==> config.mk <==
export PLATFORM = sky130hd
export DESIGN_NAME = link_speed_sel
export DESIGN_NICKNAME = d
export VERILOG_FILES = /design/src/rtl/lss_pkg.sv /design/src/rtl/lss_common_cap.sv /design/src/rtl/lss_limit_merge.sv /design/src/rtl/lss_sel_track.sv /design/src/rtl/lss_compliance.sv /design/src/rtl/link_speed_sel.sv
export SDC_FILE = /design/constraint.sdc
export NUM_CORES = 1
export LEC_CHECK = 0
export BUFFER_PORTS_ARGS = -buffer_cell sky130_fd_sc_hd__buf_2
export CAP_MARGIN = 5
export CORE_AREA = 2 2 39 41
export CTS_CLUSTER_SIZE = 40
export DETAILED_ROUTE_END_ITERATION = 8
export DIE_AREA = 0 0 41 43
export HOLD_SLACK_MARGIN = 0.03
export PLACE_DENSITY = 0.48
export SLEW_MARGIN = 20
export SYNTH_ARGS = -nofsm -noshare
export SYNTH_HDL_FRONTEND = slang
export SYNTH_SLANG_ARGS = --single-unit
==> constraint.sdc <==
create_clock -name clk -period 1.62 [get_ports clk]
set_input_delay 0 -clock clk [delete_from_list [all_inputs] [get_ports clk]]
set_output_delay 0 -clock clk [all_outputs]
set_load 0.02 [all_outputs]
==> src/rtl/lss_pkg.sv <==
// Shared rate type and helper functions for the link speed selector.
// Assumes one-hot rate codes where bit i is the i-th slowest rate.
package lss_pkg;
    localparam int RATES = 2;
    typedef logic [RATES-1:0] rate_t;
    localparam rate_t SLOWEST = rate_t'(1);

    // Highest set bit as one-hot; an empty vector maps to the slowest rate.
    function automatic rate_t top_rate(rate_t v);
        rate_t r;
        r = SLOWEST;
        for (int i = 0; i < RATES; i++) begin
            if (v[i]) begin
                r = '0;
                r[i] = 1'b1;
            end
        end
        return r;
    endfunction

    // Fastest rate code the package knows.
    function automatic rate_t fastest();
        rate_t r;
        r = '0;
        r[RATES-1] = 1'b1;
        return r;
    endfunction

    // Lower of two one-hot rates (numeric order equals rate order).
    function automatic rate_t min_rate(rate_t a, rate_t b);
        return (a < b) ? a : b;
    endfunction
endpackage

==> src/rtl/lss_common_cap.sv <==
// Finds the highest rate supported by both ends of the link.
// Assumes one-hot output; falls back to the slowest rate when nothing is shared.
module lss_common_cap
    import lss_pkg::*;
(
    input  rate_t local_vec,
    input  rate_t partner_vec,
    output rate_t common_top
);
    rate_t shared;

    // Per-rate agreement between the two ends.
    generate
        for (genvar g = 0; g < RATES; g++) begin : g_and
            assign shared[g] = local_vec[g] & partner_vec[g];
        end
    endgenerate

    // Reduce the agreement vector to its highest rate.
    always_comb common_top = top_rate(shared);
endmodule

==> src/rtl/lss_limit_merge.sv <==
// Combines capability, software cap, reliability limit and power request.
// Assumes a zero hardware limit means "no limit"; a zero software cap means slowest.
module lss_limit_merge
    import lss_pkg::*;
(
    input  rate_t common_top,
    input  rate_t sw_target,
    input  rate_t hw_limit,
    input  logic  pm_down_req,
    input  logic  auto_disable,
    output rate_t next_sel
);
    rate_t cap_sw;
    rate_t cap_hw;
    rate_t cap_pm;

    // Sanitize the software cap into a legal rate.
    always_comb cap_sw = top_rate(sw_target);

    // Reliability limit, unrestricted when zero.
    always_comb cap_hw = (hw_limit == '0) ? fastest() : top_rate(hw_limit);

    // Power downshift only when autonomous changes are allowed.
    always_comb cap_pm = (pm_down_req && !auto_disable) ? SLOWEST : fastest();

    // Lowest of all limits wins.
    always_comb next_sel = min_rate(min_rate(common_top, cap_sw),
                                    min_rate(cap_hw, cap_pm));
endmodule

==> src/rtl/lss_sel_track.sv <==
// Holds the selected rate and pulses a retrain request when it changes.
// Assumes next_sel is already a legal one-hot rate.
module lss_sel_track
    import lss_pkg::*;
(
    input  logic  clk,
    input  logic  rst_n,
    input  rate_t next_sel,
    output rate_t sel_q,
    output logic  retrain_q
);
    // Register the selection and flag a difference from the held value.
    always_ff @(posedge clk) begin
        if (!rst_n) begin
            sel_q     <= SLOWEST;
            retrain_q <= 1'b0;
        end else begin
            sel_q     <= next_sel;
            retrain_q <= (next_sel != sel_q);
        end
    end
endmodule

==> src/rtl/lss_compliance.sv <==
// Registers the compliance request and its rate.
// Assumes the rate uses the same sanitizing rule as the software cap.
module lss_compliance
    import lss_pkg::*;
(
    input  logic  clk,
    input  logic  rst_n,
    input  logic  enter_req,
    input  rate_t sw_target,
    output logic  active_q,
    output rate_t speed_q
);
    // Capture the flag and the sanitized target each cycle.
    always_ff @(posedge clk) begin
        if (!rst_n) begin
            active_q <= 1'b0;
            speed_q  <= SLOWEST;
        end else begin
            active_q <= enter_req;
            speed_q  <= top_rate(sw_target);
        end
    end
endmodule

==> src/rtl/link_speed_sel.sv <==
// Top of the link speed selector: picks the training rate from capability
// and limits, raises a retrain pulse on change, and reports compliance mode.
// Assumes all control inputs are synchronous to clk.
module link_speed_sel
    import lss_pkg::*;
(
    input  logic [1:0] local_speeds,
    input  logic [1:0] partner_speeds,
    input  logic [1:0] sw_target,
    input  logic [1:0] hw_limit,
    input  logic       pm_down_req,
    input  logic       auto_disable,
    input  logic       enter_compliance,
    input  logic       clk,
    input  logic       rst_n,
    output logic [1:0] sel_speed,
    output logic       retrain_req,
    output logic       compliance_active,
    output logic [1:0] compliance_speed
);
    rate_t common_top;
    rate_t next_sel;

    lss_common_cap u_common (
        .local_vec   (local_speeds),
        .partner_vec (partner_speeds),
        .common_top  (common_top)
    );

    lss_limit_merge u_merge (
        .common_top   (common_top),
        .sw_target    (sw_target),
        .hw_limit     (hw_limit),
        .pm_down_req  (pm_down_req),
        .auto_disable (auto_disable),
        .next_sel     (next_sel)
    );

    lss_sel_track u_track (
        .clk       (clk),
        .rst_n     (rst_n),
        .next_sel  (next_sel),
        .sel_q     (sel_speed),
        .retrain_q (retrain_req)
    );

    lss_compliance u_comp (
        .clk       (clk),
        .rst_n     (rst_n),
        .enter_req (enter_compliance),
        .sw_target (sw_target),
        .active_q  (compliance_active),
        .speed_q   (compliance_speed)
    );
endmodule

==> metrics.txt <==
worst hold-check path type=in2reg; CP Max Fanout=4; top post-synthesis cells by area=dfxtp_1 43%, ha_1 9.0%, nand3b_1 8.1%, and2_1 6.8%, nor2b_1 6.8%; Die Span Y=43 um; met1 Resource Use GR=8.06%; Setup Skew=0.000888 ns; Std-Cell Rows=14; Cells after DPL=60; vias per cell=between 4 and 5; WL final=between 500 and 600 um; DR vias=approximately 270; CP most frequent cell=nor2b_1; global route overflow=0; post_cts resized=0; NetSw=86.7 uW; largest net degree at the start of global routing=9; Yosys warnings=0; Synthesized Nets=44; f_max=0.822 GHz; Setup CP Type=in2reg; Final Max Slew Viols=0; multi-input logic area=149 um^2; share of post-route cells with drive strength above 1=between 30 and 40%; FF-to-FF setup slack=0.65 ns; peak supply drop=0.203 mV; GRT Total Usage=7.64%; number of global-route vias before repair=around 220; share of the synthesized area in the top cell type=43.4%; nets=67; DRC Markers=0; setup TNS=0 ns; root buffer cell=clkbuf_4; Placer Congestion=0.701; GR Util met2=9.38%; Mean Syn Cell Area=9.54 um^2; Top-Level Pins=19; global routing met3 resource utilization=3.14%; TritonCTS Buffers=3; final worst path period share=approximately 75%; critical path's slowest cell=or4_1; Least-Margin Pin Slew=0.242 ns; port bufs=15; internal power=275 uW; setup slack after layout=slightly above 0.4 ns; Post-Syn Instances=29; Core Region=roughly 0.0014 mm^2; clock period minus final worst setup slack=1.22 ns; CTS tree=built; drt first pass iters=3; outcome=finished, final reports clean; Die W=41 um; ANT cells=0; insertion delay to the later sink of the worst-skew pair=0.24 ns; Die ar.=between 0.0015 and 0.002 mm^2; ordered cell list for the critical path=buf_2 -> nor2b_1 -> nor2_1 -> ha_1 -> nor2b_1 -> or4_1 -> o211ai_1; Req. time, crit path=1.78 ns; crit start category=input pin; Clk pwr share=36.5%; antenna violations before repair=0; Synth async-reset ratio=0%; CTS Sinks=6; leak pwr=slightly above 0.0002 uW; number of synthesized flops with an enable pin=0; WL/cell=7.85 um; Top Usage Layer GRT=met4; headroom to the max-slew limit=83.8%; Seq pwr share=44.6%; Net Sw Frac=24.0%; Yosys cell types=15; final non-filler cell total=66; Fillers=157; CTS max path bufs=2; H-tree levels=1; Comb pwr share=19.0%; Pwr per Cell Area=852 mW/mm^2; Max-Cap Viols=0; Initial Util=20.0%; Tot Pwr=362 uW; RSZ-0062 raised after global routing=false; Final ANT Viol Nets=0; Layout area overhead=53.4%; Data arrival, critical path=1.38 ns; placed wire-length estimate=approximately 420 um; Place WS=around 0.14 ns; Synth area leader=dfxtp_1; Hold Fails Final Rpt=0; Synth Cell Area=277 um^2; initial drt markers=6; global-route wire length before repair=841 um; clock slew at reported path FFs=approximately 0.04 ns; setup violators final=0; Top FF cell, synth=dfxtp_1; Register Area=120 um^2; Seq cells post-synth=6; CP Capture Type=flip-flop; CP max stage delay=0.46 ns; Seq/Total Area, Yosys=43.4%
cell families (layout without fill, tap and decap cells):
group | after synthesis | after routing | share of synthesized area [%]
AOI/OAI and AO/OA | 3 | 3 | 9.05
adders and majority gates | 2 | 2 | 9.05
and+or+nand+nor | 16 | 16 | 35.7
DFF | 6 | 6 | 43.4
buffers and inverters | 2 | 23 | 2.72
power groups by stage:
stage               Sequential [uW]  Combinational (uW)  Clock (uW)
global placement                164                64.1           0
finish                          161                68.6         132
CTS                             161                69.7         142
global route                    162                77.6         150
detailed placement              164                64.3           0
floorplan                       177                25.1           0
flip-flops by register name, indices dropped and copies added (netlist names):
register / cells
u_comp.speed_q: 2
u_track.retrain_q: 1
u_track.sel_q: 2
u_comp.active_q: 1
metrics by stage:
stage	util, %	area (um^2)	hold WS [ns]
6_report	30.7	424	0.174
5_1_grt	30.7	424	0.192
4_1_cts	30.7	424	0.169
3_5_place_dp	26.9	372	0.215
3_3_place_gp	26.9	372	0.215
2_1_floorplan	-	277	0.0619
layout by cell type, fill, tap and decap left out, drive strengths merged, types with 2 or more instances in the layout:
cell type,instances
buf,15
dfxtp,6
nor2b,3
and2,3
nand3b,3
clkbuf,3
dlygate4sd3,3
inv,2
nand2,2
ha,2
per-layer routing:
| layer | wire [um] | vias up |
|---|---|---|
| met2 | 221 | 13 |
| li1 | - | 143 |
| met3 | 44 | 2 |
| met4 | 13 | 0 |
| met5 | 0 | - |
| met1 | 238 | 114 |
path summary, 6_finish.rpt:
check	start	end	cells after the start
setup / recovery	hw_limit[1]	u_track.retrain_q	7
hold / removal	local_speeds[1]	u_track.sel_q[0]	4
setup reg to reg	u_track.sel_q[0]	u_track.retrain_q	3
hold reg to reg	u_track.sel_q[0]	u_track.retrain_q	2
cells in the mapped netlist, drive strengths merged (2+ instances only):
cell type and instances:
ha 2, nand2 2, and2 3, nand3b 3, nor2b 3, inv 2, dfxtp 6
worst max-delay path: cells and delay by family:
kind / cells / cell delay (ns)
simple gates: 4 / 0.90
fa+ha+maj: 1 / 0.27
buf+inv: 1 / 0.09
compound gates: 1 / 0.10
layout make-up:
type                       count  area share, %
tap                           16           4.72
timing repair buffer          18           24.8
sequential                     6           28.3
multi-input combinational     21           35.1
clock buffer                   3           5.31
inverter                       2           1.77
what timing repair did:
item                      in CTS  in global routing
hold buffers                   3                  0
hold endpoints to repair       3                  0
setup buffers                  0                  0
Power figures use the tool's default switching activity.
